`config.mk`:
```
export PLATFORM = sky130hd
export DESIGN_NAME = fsk_word_framer
export DESIGN_NICKNAME = d
export VERILOG_FILES = /design/src/rtl/fsk_framer_pkg.sv /design/src/rtl/fsk_in_sync.sv /design/src/rtl/fsk_bit_sequencer.sv /design/src/rtl/fsk_pulse_timer.sv /design/src/rtl/fsk_word_framer.sv
export SDC_FILE = /design/constraint.sdc
export NUM_CORES = 1
export LEC_CHECK = 0
export BUFFER_PORTS_ARGS = -buffer_cell sky130_fd_sc_hd__buf_2
export CAP_MARGIN = 20
export CORE_ASPECT_RATIO = 1.2
export CORE_MARGIN = 10
export CORE_UTILIZATION = 55
export DETAILED_ROUTE_END_ITERATION = 16
export HOLD_SLACK_MARGIN = 0.02
export PLACE_DENSITY = 0.77
export SYNTH_ARGS = -nofsm -noshare
export SYNTH_HDL_FRONTEND = slang
export SYNTH_SLANG_ARGS = --single-unit
```
`constraint.sdc`:
```
create_clock -name clk -period 2.85 [get_ports clk]
set_input_delay 0.57 -clock clk [delete_from_list [all_inputs] [get_ports clk]]
set_output_delay 0.57 -clock clk [all_outputs]
set_load 0.01 [all_outputs]
```
`src/rtl/fsk_framer_pkg.sv`:
```
package fsk_framer_pkg;
  typedef enum logic [1:0] {
    FR_IDLE  = 2'd0,
    FR_START = 2'd1,
    FR_DATA  = 2'd2,
    FR_STOP  = 2'd3
  } fr_state_e;
endpackage

```
`src/rtl/fsk_in_sync.sv`:
```
module fsk_in_sync #(
  parameter int STAGES = 2
) (
  input  logic clk,
  input  logic rst_n,
  input  logic d,
  output logic q
);
  generate
    if (STAGES <= 1) begin : g_single
      logic r;
      always_ff @(posedge clk or negedge rst_n) begin
        if (!rst_n) r <= 1'b1;
        else        r <= d;
      end
      assign q = r;
    end else begin : g_chain
      logic [STAGES-1:0] sr;
      always_ff @(posedge clk or negedge rst_n) begin
        if (!rst_n) sr <= '1;
        else        sr <= {sr[STAGES-2:0], d};
      end
      assign q = sr[STAGES-1];
    end
  endgenerate
endmodule

```
`src/rtl/fsk_bit_sequencer.sv`:
```
module fsk_bit_sequencer
  import fsk_framer_pkg::*;
#(
  parameter int CYC_PER_BIT = 2983,
  parameter int DATA_BITS   = 8
) (
  input  logic clk,
  input  logic rst_n,
  input  logic abort,
  input  logic line,
  output logic bit_strobe,
  output logic word_strobe
);
  localparam int CENTRE = CYC_PER_BIT / 2;
  localparam int CW     = $clog2(CYC_PER_BIT);
  localparam int IW     = (DATA_BITS > 1) ? $clog2(DATA_BITS) : 1;

  fr_state_e       state;
  logic [CW-1:0]   cnt;
  logic [IW-1:0]   idx;
  logic            line_q;
  logic            at_bit_end;
  logic            at_centre;

  assign at_bit_end  = (cnt == CW'(CYC_PER_BIT - 1));
  assign at_centre   = (cnt == CW'(CENTRE - 1));
  assign bit_strobe  = (state == FR_DATA) && at_bit_end;
  assign word_strobe = (state == FR_STOP) && at_bit_end;

  always_ff @(posedge clk or negedge rst_n) begin
    if (!rst_n) begin
      state  <= FR_IDLE;
      cnt    <= '0;
      idx    <= '0;
      line_q <= 1'b1;
    end else begin
      line_q <= line;
      if (abort) begin
        state <= FR_IDLE;
        cnt   <= '0;
        idx   <= '0;
      end else begin
        case (state)
          FR_IDLE: begin
            cnt <= '0;
            idx <= '0;
            if (line_q && !line) state <= FR_START;
          end
          FR_START: begin
            if (at_centre) begin
              cnt   <= '0;
              state <= line ? FR_IDLE : FR_DATA;
            end else begin
              cnt <= cnt + CW'(1);
            end
          end
          FR_DATA: begin
            if (at_bit_end) begin
              cnt <= '0;
              if (idx == IW'(DATA_BITS - 1)) begin
                idx   <= '0;
                state <= FR_STOP;
              end else begin
                idx <= idx + IW'(1);
              end
            end else begin
              cnt <= cnt + CW'(1);
            end
          end
          FR_STOP: begin
            if (at_bit_end) begin
              cnt   <= '0;
              state <= FR_IDLE;
            end else begin
              cnt <= cnt + CW'(1);
            end
          end
          default: state <= FR_IDLE;
        endcase
      end
    end
  end

  // once aborted, no bit or word centre may be flagged on the next cycle
  assert_abort_silences_R8: assert property (@(posedge clk) disable iff (!rst_n)
    abort |=> (!bit_strobe && !word_strobe));

  // a start bit found at mark on its mid-bit sample returns to idle
  assert_false_start_R3: assert property (@(posedge clk) disable iff (!rst_n)
    (state == FR_START && at_centre && line && !abort) |=> (state == FR_IDLE));

  // the last data centre hands over to the stop bit, never to another data bit
  assert_eighth_bit_ends_R6: assert property (@(posedge clk) disable iff (!rst_n)
    (bit_strobe && idx == IW'(DATA_BITS - 1) && !abort) |=> (state == FR_STOP));
endmodule

```
`src/rtl/fsk_pulse_timer.sv`:
```
module fsk_pulse_timer #(
  parameter int WIDTH_CYC = 746
) (
  input  logic clk,
  input  logic rst_n,
  input  logic abort,
  input  logic fire,
  output logic active
);
  localparam int TW = $clog2(WIDTH_CYC + 1);

  logic [TW-1:0] left;

  always_ff @(posedge clk or negedge rst_n) begin
    if (!rst_n)              left <= '0;
    else if (abort)          left <= '0;
    else if (fire)           left <= TW'(WIDTH_CYC);
    else if (left != '0)     left <= left - TW'(1);
  end

  assign active = (left != '0);

  // a pulse must have ended before the next one is requested
  assert_pulse_clear_before_fire_R5: assert property (@(posedge clk) disable iff (!rst_n)
    (fire && !abort) |-> !active);
endmodule

```
`src/rtl/fsk_word_framer.sv`:
```
module fsk_word_framer #(
  parameter int CYC_PER_BIT = 2983,
  parameter int PULSE_CYC   = 746,
  parameter int SYNC_STAGES = 2
) (
  input  logic clk,
  input  logic rst_n,
  input  logic pwdn,
  input  logic carrier_ok,
  input  logic rx_bit,
  output logic data_o,
  output logic bclk_o,
  output logic dready_n,
  output logic dready_oe
);
  localparam int HALF_BIT  = CYC_PER_BIT / 2;
  localparam int DATA_BITS = 8;

  logic line;
  logic abort;
  logic bit_strobe;
  logic word_strobe;
  logic clk_pulse;
  logic dr_pulse;

  assign abort = pwdn || !carrier_ok;

  fsk_in_sync #(.STAGES(SYNC_STAGES)) u_sync (
    .clk(clk), .rst_n(rst_n), .d(rx_bit), .q(line)
  );

  fsk_bit_sequencer #(.CYC_PER_BIT(CYC_PER_BIT), .DATA_BITS(DATA_BITS)) u_seq (
    .clk(clk), .rst_n(rst_n), .abort(abort), .line(line),
    .bit_strobe(bit_strobe), .word_strobe(word_strobe)
  );

  fsk_pulse_timer #(.WIDTH_CYC(PULSE_CYC)) u_clk_pulse (
    .clk(clk), .rst_n(rst_n), .abort(abort), .fire(bit_strobe), .active(clk_pulse)
  );

  fsk_pulse_timer #(.WIDTH_CYC(HALF_BIT)) u_dr_pulse (
    .clk(clk), .rst_n(rst_n), .abort(abort), .fire(word_strobe), .active(dr_pulse)
  );

  assign data_o    = line || abort;
  assign bclk_o    = pwdn || clk_pulse;
  assign dready_n  = pwdn || !dr_pulse;
  assign dready_oe = !pwdn && dr_pulse;

  // power-down empties both pulse timers by the following cycle
  assert_pwdn_clears_R9: assert property (@(posedge clk) disable iff (!rst_n)
    pwdn |=> (!clk_pulse && !dr_pulse));

  // a data-bit centre and a stop-bit centre never coincide
  assert_no_centre_clash_R6: assert property (@(posedge clk) disable iff (!rst_n)
    !(bit_strobe && word_strobe));
endmodule

```
==> metrics.txt <==
status finished, final reports clean; Slew Limit Fails 0; Max FO, Critical Path 3; Largest stage delay, worst path 0.49 ns; area delta synth->final 10.7%; FF-to-FF End u_dr_pulse.left[1]; H-tree levels 2; CP bufs+invs 3; Final setup viols 0; largest net degree at the start of global routing 42; RSZ-0062 raised after global routing no; die area 0.00695 mm2; Area contributors post-synth dfrtp_1 (43%), xnor2_1 (4.4%), ha_1 (4.0%), dfstp_2 (3.6%), nor2_1 (3.6%); Fin Setup TNS 0 ns; worst path arrival time 2.16 ns; critical path type flip-flop to primary output; port bufs 8; Rows 25; Worst slew margin 40.4%; Peak VDD IR 0.000409 V; Synth Cell Area 0.00220 mm2; crit-path leading delay family simple AND/OR/NAND/NOR gates; worst reg2reg startpoint u_dr_pulse.left[0]; CTS tree built; fin crit share 95.8%; antenna violations before repair 0; # Post-CTS Setup Buffers 0; gpl congestion 0.851; vias in the first global route 1748; worst-path cell chain inv_2 > ha_4 > or4b_4 > or4_4 > nand2b_1 > inv_1 > buf_2; worst hold path class flip-flop to flip-flop; Root Buffer clkbuf_8; Total Wirelength 4.18 mm; Worst Skew 0.00761 ns; Final nets 252; fin crit period 2.73 ns; CP max stage cell or4_4; Post-CTS Hold Fix Bufs 0; grt ovf 0; CTS sink cnt 41; share of cells above drive strength 1 15.4%; post-layout util 62.4%; r2r setup slk 0.58 ns; Hold Slack 0.357 ns; syn nets 241; post-CTS sizing 0; drt initial violations 53; first-pass GRT wire length 7.66 mm; Post-synth EDFFs 0; Max Cap Violations 0; clk buf depth 2; via count 1717; PwrDens 963 mW/mm2; drt pass-1 iters 4; Via-to-Cell Ratio 5.84; syn_area_per_cell 9.63 um2; CP Launch Type flip-flop; total CTS buffers 5; HP Start u_sync.g_chain.sr[0]; Worst Tran Pin Value 0.893 ns; fraction of the yosys area taken by sequential cells 46.7%; cell accounting for the most synthesized area dfrtp_1; Syn Inst Count 229; Clock transition at path regs 0.08 ns; Core Region 0.00391 mm2; Async SR Flop Fraction 100%; Initial Utilization 56.4%; DP HPWL 3.00 mm; hold path depth 0; Hold EP u_sync.g_chain.sr[1]; Yosys reg bits 41; antenna-violating nets left 0; n_diodes 0; Leak 1.03 nW; Synth top area share 43.1%; total number of yosys warnings 0; post-DR wirelength/cell 14.2 um; global-route usage over all layers 13.5%; Unique masters post-synth 45; Critical Path End Type primary output; worst-case reg-to-reg path depth 7; prevailing post-synth register cell dfrtp_1; DRC viols 0; die width 77.8 um; clk_lat worst skew 0.29 ns; Filler Cells Inserted 343; fmax 0.366 GHz; Final Hold Viols 0; die height 89.4 um; worst path required time 2.28 ns; boundary pin count 9
[cells in the mapped netlist (4+ instances only)]
library cell	n
dfrtp_1	38
nor2_1	21
a21oi_1	15
inv_1	12
nand2_1	11
nand3_1	11
xnor2_1	11
o21ai_0	9
nand4_1	8
ha_1	7
or4_1	7
clkbuf_1	6
nand2b_1	6
nor3_1	6
nor4_1	6
xor2_1	6
o31ai_1	4
[through the flow]
step / power (mW) / worst slack, ns / area [um2] / instances
3_5_place_dp: 1.87 / 0.350 / 2320 / 287
3_3_place_gp: 1.84 / 0.408 / 2320 / 287
2_1_floorplan: 1.60 / 0.362 / 2200 / 229
6_report: 2.35 / 0.120 / 2440 / 294
4_1_cts: 2.33 / 0.0212 / 2420 / 294
5_1_grt: 2.55 / 0.00269 / 2440 / 294
[report_power, final]
part,switching (mW),internal [mW]
combinational,0.562,0.580
clock,0.191,0.255
sequential,0.0898,0.672
total,0.843,1.51
[flip-flops by register name (all words and copies together) (netlist names)]
register	count
u_clk_pulse.left	10
u_sync.g_chain.sr	2
u_seq.state	2
u_seq.line_q	1
u_seq.cnt	12
u_dr_pulse.left	11
u_seq.idx	3
[worst max-delay path by stage]
stage | from | endpoint | slack (ns) | cells after the start
6_report | u_dr_pulse.left[0] | dready_oe | 0.12 | 7
3_3_place_gp | u_dr_pulse.left[0] | dready_oe | 0.41 | 7
4_1_cts | u_dr_pulse.left[0] | dready_oe | 0.02 | 7
5_1_grt | u_dr_pulse.left[0] | dready_oe | 0.003 | 7
3_5_place_dp | u_dr_pulse.left[0] | dready_oe | 0.35 | 7
2_1_floorplan | u_dr_pulse.left[0] | dready_oe | 0.36 | 7
[cell type report]
class / instances / area, um2 / share of cell area [%]
clock buffer: 5 / 68.8 / 2.82
clock inverter: 2 / 35.0 / 1.44
inverter: 12 / 45.0 / 1.85
multi-input combinational: 166 / 1110 / 45.4
sequential: 41 / 1030 / 42.2
tap: 54 / 67.6 / 2.77
timing repair buffer: 14 / 85.1 / 3.49
[cell families after synthesis]
group	count (synthesis)	synth area share, %
buf+inv	22	3.92
flops	41	46.7
xor+xnor	17	6.75
compound gates	39	10.7
fa+ha+maj	7	3.97
mux	5	2.55
simple gates	98	25.4
[worst reg2reg max path, delay by kind of cell (launching register included)]
| family | cells | cell delay (ns) |
|---|---|---|
| flops | 1 | 0.40 |
| compound gates | 1 | 0.12 |
| simple gates | 2 | 0.94 |
| fa+ha+maj | 1 | 0.15 |
| buf+inv | 2 | 0.28 |
| mux | 1 | 0.31 |
[routing by layer]
| metal | global-route usage [%] | vias to the layer above | share of wire [%] |
|---|---|---|---|
| met5 | 0 | - | 0 |
| met4 | 6.31 | 0 | 1.7 |
| met3 | 4.33 | 9 | 4.6 |
| met2 | 22.9 | 34 | 49 |
| met1 | 15.1 | 832 | 45 |
| li1 | - | 842 | - |
[layout by cell type, fill, tap and decap left out, drive strengths merged, types with 7 or more instances in the layout]
cell type	synthesis	routed
nand3	11	11
buf	4	14
inv	12	12
xnor2	11	11
o21ai	9	9
dfrtp	38	38
nand4	8	8
nor4	7	7
a21oi	16	16
nor2	21	21
nand2	11	11
ha	7	7
or4	7	7
Note: power is estimated with default switching activity, not from simulation.
